--- src/rtl/sclk_div_pkg.sv ---
package sclk_div_pkg;

  typedef enum logic {
    DIV_POW2   = 1'b0,
    DIV_LINEAR = 1'b1
  } div_scheme_e;

  function automatic int unsigned half_width(input int unsigned exp_w,
                                             input int unsigned lin_w);
    int unsigned pow_bits;
    pow_bits = (1 << exp_w);
    return (pow_bits > lin_w + 1) ? pow_bits : lin_w + 1;
  endfunction

endpackage

--- src/rtl/sclk_ratio_sel.sv ---
module sclk_ratio_sel
  import sclk_div_pkg::*;
#(
  parameter int EXP_W  = 4,
  parameter int LIN_W  = 8,
  parameter int HALF_W = 16
) (
  input  logic              clk,
  input  logic              rst,
  input  logic              en,
  input  logic              lin_mode,
  input  logic [EXP_W-1:0]  exp_sel,
  input  logic [LIN_W-1:0]  lin_div,
  output logic [HALF_W-1:0] half_q
);

  div_scheme_e       scheme;
  logic [HALF_W-1:0] half_calc;

  assign scheme = div_scheme_e'(lin_mode);

  always_comb begin
    if (scheme == DIV_LINEAR)
      half_calc = HALF_W'(lin_div) + HALF_W'(1);
    else
      half_calc = HALF_W'(1) << exp_sel;
  end

  // Capture the half-period only while idle; hold it during a run.
  always_ff @(posedge clk) begin
    if (rst)
      half_q <= HALF_W'(1);
    else if (!en)
      half_q <= half_calc;
  end


  cfg_hold_chk: assert property (@(posedge clk) disable iff (rst)
    (en && $past(en)) |-> $stable(half_q));


  half_nonzero_chk: assert property (@(posedge clk) disable iff (rst)
    half_q != '0);

endmodule

--- src/rtl/sclk_period_cnt.sv ---
module sclk_period_cnt #(
  parameter int HALF_W = 16
) (
  input  logic              clk,
  input  logic              rst,
  input  logic              en,
  input  logic [HALF_W-1:0] half,
  output logic              wrap,
  output logic              tick
);

  logic [HALF_W-1:0] cnt;

  assign wrap = en && (cnt == half - HALF_W'(1));

  always_ff @(posedge clk) begin
    if (rst || !en) begin
      cnt  <= '0;
      tick <= 1'b0;
    end else if (wrap) begin
      cnt  <= '0;
      tick <= 1'b1;
    end else begin
      cnt  <= cnt + HALF_W'(1);
      tick <= 1'b0;
    end
  end


  cnt_bound_chk: assert property (@(posedge clk) disable iff (rst)
    en |-> (cnt < half));


  cnt_idle_chk: assert property (@(posedge clk) disable iff (rst)
    !en |=> (cnt == '0));

endmodule

--- src/rtl/sclk_divgen.sv ---
module sclk_divgen
  import sclk_div_pkg::*;
#(
  parameter int   EXP_W    = 4,
  parameter int   LIN_W    = 8,
  parameter logic IDLE_LVL = 1'b0
) (
  input  logic             clk,
  input  logic             rst,
  input  logic             en,
  input  logic             lin_mode,
  input  logic [EXP_W-1:0] exp_sel,
  input  logic [LIN_W-1:0] lin_div,
  output logic             tick,
  output logic             sclk
);

  localparam int HALF_W = half_width(EXP_W, LIN_W);

  logic [HALF_W-1:0] half_q;
  logic              wrap;

  sclk_ratio_sel #(
    .EXP_W (EXP_W),
    .LIN_W (LIN_W),
    .HALF_W(HALF_W)
  ) u_ratio (
    .clk     (clk),
    .rst     (rst),
    .en      (en),
    .lin_mode(lin_mode),
    .exp_sel (exp_sel),
    .lin_div (lin_div),
    .half_q  (half_q)
  );

  sclk_period_cnt #(
    .HALF_W(HALF_W)
  ) u_cnt (
    .clk (clk),
    .rst (rst),
    .en  (en),
    .half(half_q),
    .wrap(wrap),
    .tick(tick)
  );

  always_ff @(posedge clk) begin
    if (rst || !en)
      sclk <= IDLE_LVL;
    else if (wrap)
      sclk <= ~sclk;
  end


  tick_edge_chk: assert property (@(posedge clk) disable iff (rst)
    tick |-> (sclk != $past(sclk)));


  idle_out_chk: assert property (@(posedge clk) disable iff (rst)
    !en |=> ((sclk == IDLE_LVL) && !tick));

endmodule

--- config.mk ---
export PLATFORM = sky130hd
export DESIGN_NAME = sclk_divgen
export DESIGN_NICKNAME = d
export VERILOG_FILES = /design/src/rtl/sclk_div_pkg.sv /design/src/rtl/sclk_ratio_sel.sv /design/src/rtl/sclk_period_cnt.sv /design/src/rtl/sclk_divgen.sv
export SDC_FILE = /design/constraint.sdc
export NUM_CORES = 1
export LEC_CHECK = 0
export BUFFER_PORTS_ARGS = -buffer_cell sky130_fd_sc_hd__buf_2
export CAP_MARGIN = 5
export CORE_AREA = 2 2 67 69
export CTS_CLUSTER_DIAMETER = 80
export DETAILED_ROUTE_END_ITERATION = 8
export DIE_AREA = 0 0 69 71
export HOLD_SLACK_MARGIN = 0.1
export PLACE_DENSITY = 0.73
export SETUP_SLACK_MARGIN = 0.4
export SLEW_MARGIN = 20
export SYNTH_ARGS = -nofsm -noshare
export SYNTH_HDL_FRONTEND = slang
export SYNTH_HIERARCHICAL = 1
export SYNTH_SLANG_ARGS = --single-unit
--- constraint.sdc ---
create_clock -name clk -period 2.5 [get_ports clk]
set_input_delay 0.5 -clock clk [delete_from_list [all_inputs] [get_ports clk]]
set_output_delay 0.5 -clock clk [all_outputs]
set_load 0.03 [all_outputs]
**Word level (Yosys, flattened, before mapping)**

Index checks and enable logic that the tools add are counted.

- Flip-flop bits (word level): 34
- Bits of input ports: 16
- Output and inout port bits: 2
- Word-level logic and storage cells: 16

- Add/subtract/negate cells: 3
- Equal/unequal tests: 1
- Shift-type cells: 1
- Mux-type cells: 2
- Bitwise logic cells: 1
- Reduce and logical (&&, ||, !) cells: 4

Operators by type and width:

| operator | number |
|---|---|
| adder 16 x 1 -> 16 bit, second input constant | 1 |
| == test 16 bit | 1 |
| 2-to-1 mux 16 bit | 1 |
| << shifter 1 x 4 -> 16 bit, first input constant | 1 |
| subtractor 16 x 1 -> 16 bit, second input constant | 1 |
| adder 8 x 1 -> 9 bit, second input constant | 1 |
| OR reduction 2 bit | 1 |
| logical AND 1 bit | 1 |
| logical NOT 1 bit | 1 |
| logical OR 1 bit | 1 |
| 2-to-1 mux 1 bit | 1 |
| NOT 1 bit | 1 |

**Depth between registers and ports, before layout**

- Depth in word-level cells: 4
- Depth in mapped cells: 11

**By module**

The synthesis kept the hierarchy.

By module, submodules not included:

| module | times used | cells each | area an instance (um^2) | sequential area each (um^2) |
|---|---|---|---|---|
| sclk_period_cnt | 1 | 148 | 1239.9 | 340.3 |
| sclk_ratio_sel | 1 | 101 | 840.8 | 320.3 |
| sclk_divgen | 1 | 3 | 41.3 | 20.0 |

**Worst setup path after synthesis**

OpenSTA, ideal clock, no wires.

- Path type: register to register
- Start point: reg u_ratio.half_q[0]
- End point: reg sclk
- Data arrival time: 2.536 ns
- Data required time: 2.381 ns
- Setup slack: -0.155 ns
- Cell stages (with the launch flop): 10
- Clock period less this slack: 2.655 ns
- Path through: dfxtp_1 > or4_4 > or3_4 > nor3_1 > xnor2_1 > nand4_1 > nor4_4 > buf_6 > xnor2_1 > nor3b_2

- Longest elaborated chain between the ends: 3

Ends and longest elaborated chain:

| element | line | RTL |
|---|---|---|
| start, declared | sclk_ratio_sel.sv:14 | `output logic [HALF_W-1:0] half_q` |
| start signal, assigned | sclk_ratio_sel.sv:34 | `half_q <= half_calc;` |
| subtractor 16 x 1 -> 16 bit | sclk_period_cnt.sv:14 | `assign wrap = en && (cnt == half - HALF_W'(1));` |
| == test 16 bit | sclk_period_cnt.sv:14 |  |
| logical AND 1 bit | sclk_period_cnt.sv:14 |  |
| named net wrap | sclk_divgen.sv:21 | `logic wrap;` |
| end signal, assigned | sclk_divgen.sv:52 | `sclk <= ~sclk;` |
| end, declared | sclk_divgen.sv:15 | `output logic sclk` |

The timed path passes the listed nets, and every way through them passes these cells.
A chain may end at the register's enable or synchronous reset.

**Worst setup path in the final report**

- Start point: reg u_ratio.half_q[4]
- End point: reg u_cnt.cnt[5]

- Longest elaborated chain between the ends: 4

Ends and longest elaborated chain:

| element | line | RTL |
|---|---|---|
| subtractor 16 x 1 -> 16 bit | sclk_period_cnt.sv:14 |  |
| == test 16 bit | sclk_period_cnt.sv:14 |  |
| logical AND 1 bit | sclk_period_cnt.sv:14 |  |
| named net wrap | sclk_divgen.sv:21 |  |
| OR reduction 2 bit (no source line) | -- |  |
| end signal, assigned | sclk_period_cnt.sv:24 | `cnt <= cnt + HALF_W'(1);` |
| end, declared | sclk_period_cnt.sv:12 | `logic [HALF_W-1:0] cnt;` |

The timed path passes the listed nets, and every way through them passes these cells.

==> results.py <==
metrics = {
    "outcome": {
        "status": "finished, violations left",
        "failed_checks": "negative setup slack",
    },
    "layout": {
        "ff_latch_area_um2": 684,
        "fin_util_pct": 60.3,
        "multi_input_area_mm2": 0.00141,
        "num_antenna_cells": 0,
        "area_growth_pct": 19.5,
        "drive_gt1_share_pct": 21.4,
        "layout.nets": 303,
        "fillerInstances": 390,
        "instances_no_fill": 337,
    },
    "timing": {
        "tns_ps": -74.9,
        "slew_headroom_pct": 64.9,
        "slew_viol_final": 0,
        "worst_slack_ps": -11.8,
        "rsz0062_at_grt": "yes",
        "timing.fmax_mhz": 398,
        "finalClockSkew_ps": 4.15,
        "setup_viol": 13,
        "hold_viol": 0,
        "min_period_ps": 2510,
        "min_period_over_period_pct": 100,
        "worst_slew_pin_slew_ps": 527,
    },
    "logic_synthesis": {
        "ys_seq_area_share_pct": 32.1,
        "synthArstFlopShare_pct": 0,
        "synth_flop_cell": "dfxtp_1",
        "synth.distinct_cells": 47,
        "syn-cell-area_mm2": 0.00212,
        "netlist_top_cells_area": "dfxtp_1 32%, xor2_1 8.3%, xnor2_1 7.8%",
        "yosysWarningCount": 6,
        "syn-num-nets": 271,
        "synthCells": 252,
        "synth_edf_count": 0,
        "ys_ff_latch": 34,
        "avgSynthCellArea_um2": 8.42,
        "synth_largest_area_cell": "dfxtp_1",
        "synth_top_cells_by_count": "34 x dfxtp_1, 27 x nor3_1, 20 x xor2_1",
        "synthMostInstantiatedCell": "dfxtp_1",
        "synth_top_area_share_pct": 32.1,
    },
    "cts": {
        "clock_latency_ps": 280,
        "cts_sinks": 34,
        "cts_tree": "done",
        "clk_pin_slew_ps": 70,
        "cts_buffers": 5,
        "hold_buffers": 0,
        "h-tree-depth": 2,
        "cts-root-buf": "clkbuf_8",
        "cts_max_path_buffers": 2,
    },
    "floorplan": {
        "pin_count": 18,
        "initial_core_util_pct": 50.5,
        "fp.dieH_um": 71,
        "dieArea_mm2": 0.00490,
        "core_mm2": 0.00420,
        "floorplan.rows": 24,
        "dieWidth_um": 69,
    },
    "drt": {
        "viasPerCell": 5.81,
        "drtIter0Drc": 83,
        "wire_per_inst_um": 14.5,
        "wl_um": 4890,
        "ant_nets": 0,
        "drc": 0,
        "vias": 1957,
        "dr.pass1.iters": 4,
    },
    "setup_path": {
        "slowest_delay_ps": 510,
        "required_ps": 2650,
        "cp.arrival_ps": 2660,
        "crit_chain": "or4_1 -> or3_4 -> xnor2_2 -> and3_1 -> o2111ai_2 -> nor4_4 -> buf_12 -> buf_8 -> nor3_1",
        "critical_path.startpoint_type": "flip-flop",
        "cp_slowest_cell": "or4_1",
        "critical_path_class": "reg2reg",
        "critical_path.max_fanout": 8,
        "end_kind": "flip-flop",
    },
    "placed_design": {
        "dp.cells": 324,
        "port_buffers": 17,
        "place_congestion": 0.787,
        "dpl.hpwl_um": 3510,
    },
    "power": {
        "power.density_mw_per_mm2": 473,
        "p_leak_nw": 0.982,
        "ir_drop_uv": 231,
    },
    "job": {
        "maxCapViolCount": 0,
    },
    "global_route": {
        "grt_max_degree": 31,
        "grt_use_total_pct": 21.8,
        "gr-total-overflow": 0,
        "antenna_found_initial": 0,
        "grt_pass1_wl_um": 8740,
        "grt_pass1_vias": 1922,
    },
    "hold_path": {
        "hold_class": "reg2reg",
    },
}
sequential cells by signal (all words and copies together) (netlist names):
name / count
u_cnt/cnt: 16
u_ratio/half_q: 16
sclk: 1
u_cnt/tick: 1
layout make-up:
| cell class | count | area share, % |
|---|---|---|
| Multi-Input combinational cell | 199 | 55.6 |
| Sequential cell | 34 | 27.0 |
| Timing Repair Buffer | 36 | 10.1 |
| Clock buffer | 7 | 3.41 |
| Tap cell | 52 | 2.57 |
| Inverter | 8 | 1.18 |
| Clock inverter | 1 | 0.197 |
cell usage in the layout (no fill, tap or decap), types with 3 or more instances in the layout:
master / count
a211o_1: 3
a21oi_1: 5
a221oi_1: 5
a22oi_1: 6
a31oi_1: 6
and3_1: 4
and4_1: 3
buf_2: 17
buf_4: 15
clkbuf_8: 6
dfxtp_1: 31
dfxtp_2: 3
ha_1: 3
inv_1: 8
nand2_1: 13
nand2b_1: 6
nand3_1: 11
nand4_1: 3
nor2_1: 16
nor2b_1: 9
nor3_1: 25
o21a_1: 4
o21ai_1: 4
or4_1: 3
xnor2_1: 17
xor2_1: 20
where the power goes:
| group | switching [mW] | leakage, nW | total, mW | internal (mW) |
|---|---|---|---|---|
| clock network | 0.189 | 0.0482 | 0.411 | 0.222 |
| registers | 0.0120 | 0.277 | 0.567 | 0.555 |
| logic | 0.118 | 0.657 | 0.220 | 0.102 |
critical path: cells and delay by family, from the launching register on:
kind	cells	cell delay [ps]
compound gates	1	130
xor+xnor	1	150
buf+inv	2	280
flops	1	320
simple gates	5	1500
cells by family after synthesis:
logic type                 Yosys count  synth area share (%)
adders and majority gates            3                  1.77
AOI/OAI and AO/OA                   43                  14.6
xor gates and xnor gates            39                  16.1
and+or+nand+nor                    114                  31.3
buffers and inverters               19                  4.13
DFF                                 34                  32.1
through the flow:
step           hold slack, ps  setup slack, ps  total power [mW]  instance area, um2
3_3_place_gp              495             45.9             0.775                2350
4_1_cts                   519            -8.92              1.20                2510
2_1_floorplan             470            -62.5             0.715                2140
3_5_place_dp              504            -27.8             0.781                2350
6_report                  519            -11.8              1.20                2530
5_1_grt                   568            -89.7              1.26                2530
repair_timing:
action	CTS	global route
setup buffers	5	0
endpoints found under the setup margin	18	18
pin swaps	3	1
gates resized for setup	9	3
per-layer routing:
layer,track usage [%],share of wire (%),up-vias
li1,-,-,977
met1,28.7,45,908
met2,35.6,47,60
met3,3.99,4.7,12
met4,8.28,2.5,0
met5,0,0,-
path summary, 6_finish.rpt:
path	from	endpoint	slack [ps]	cells past startpoint
setup / recovery	u_ratio/half_q[4]	u_cnt/cnt[5]	-10	9
hold / removal	u_ratio/half_q[6]	u_ratio/half_q[6]	520	2
setup reg to reg	u_ratio/half_q[4]	u_cnt/cnt[5]	-10	9
hold reg to reg	u_ratio/half_q[6]	u_ratio/half_q[6]	520	2
Note: power is estimated with default switching activity, not from simulation.
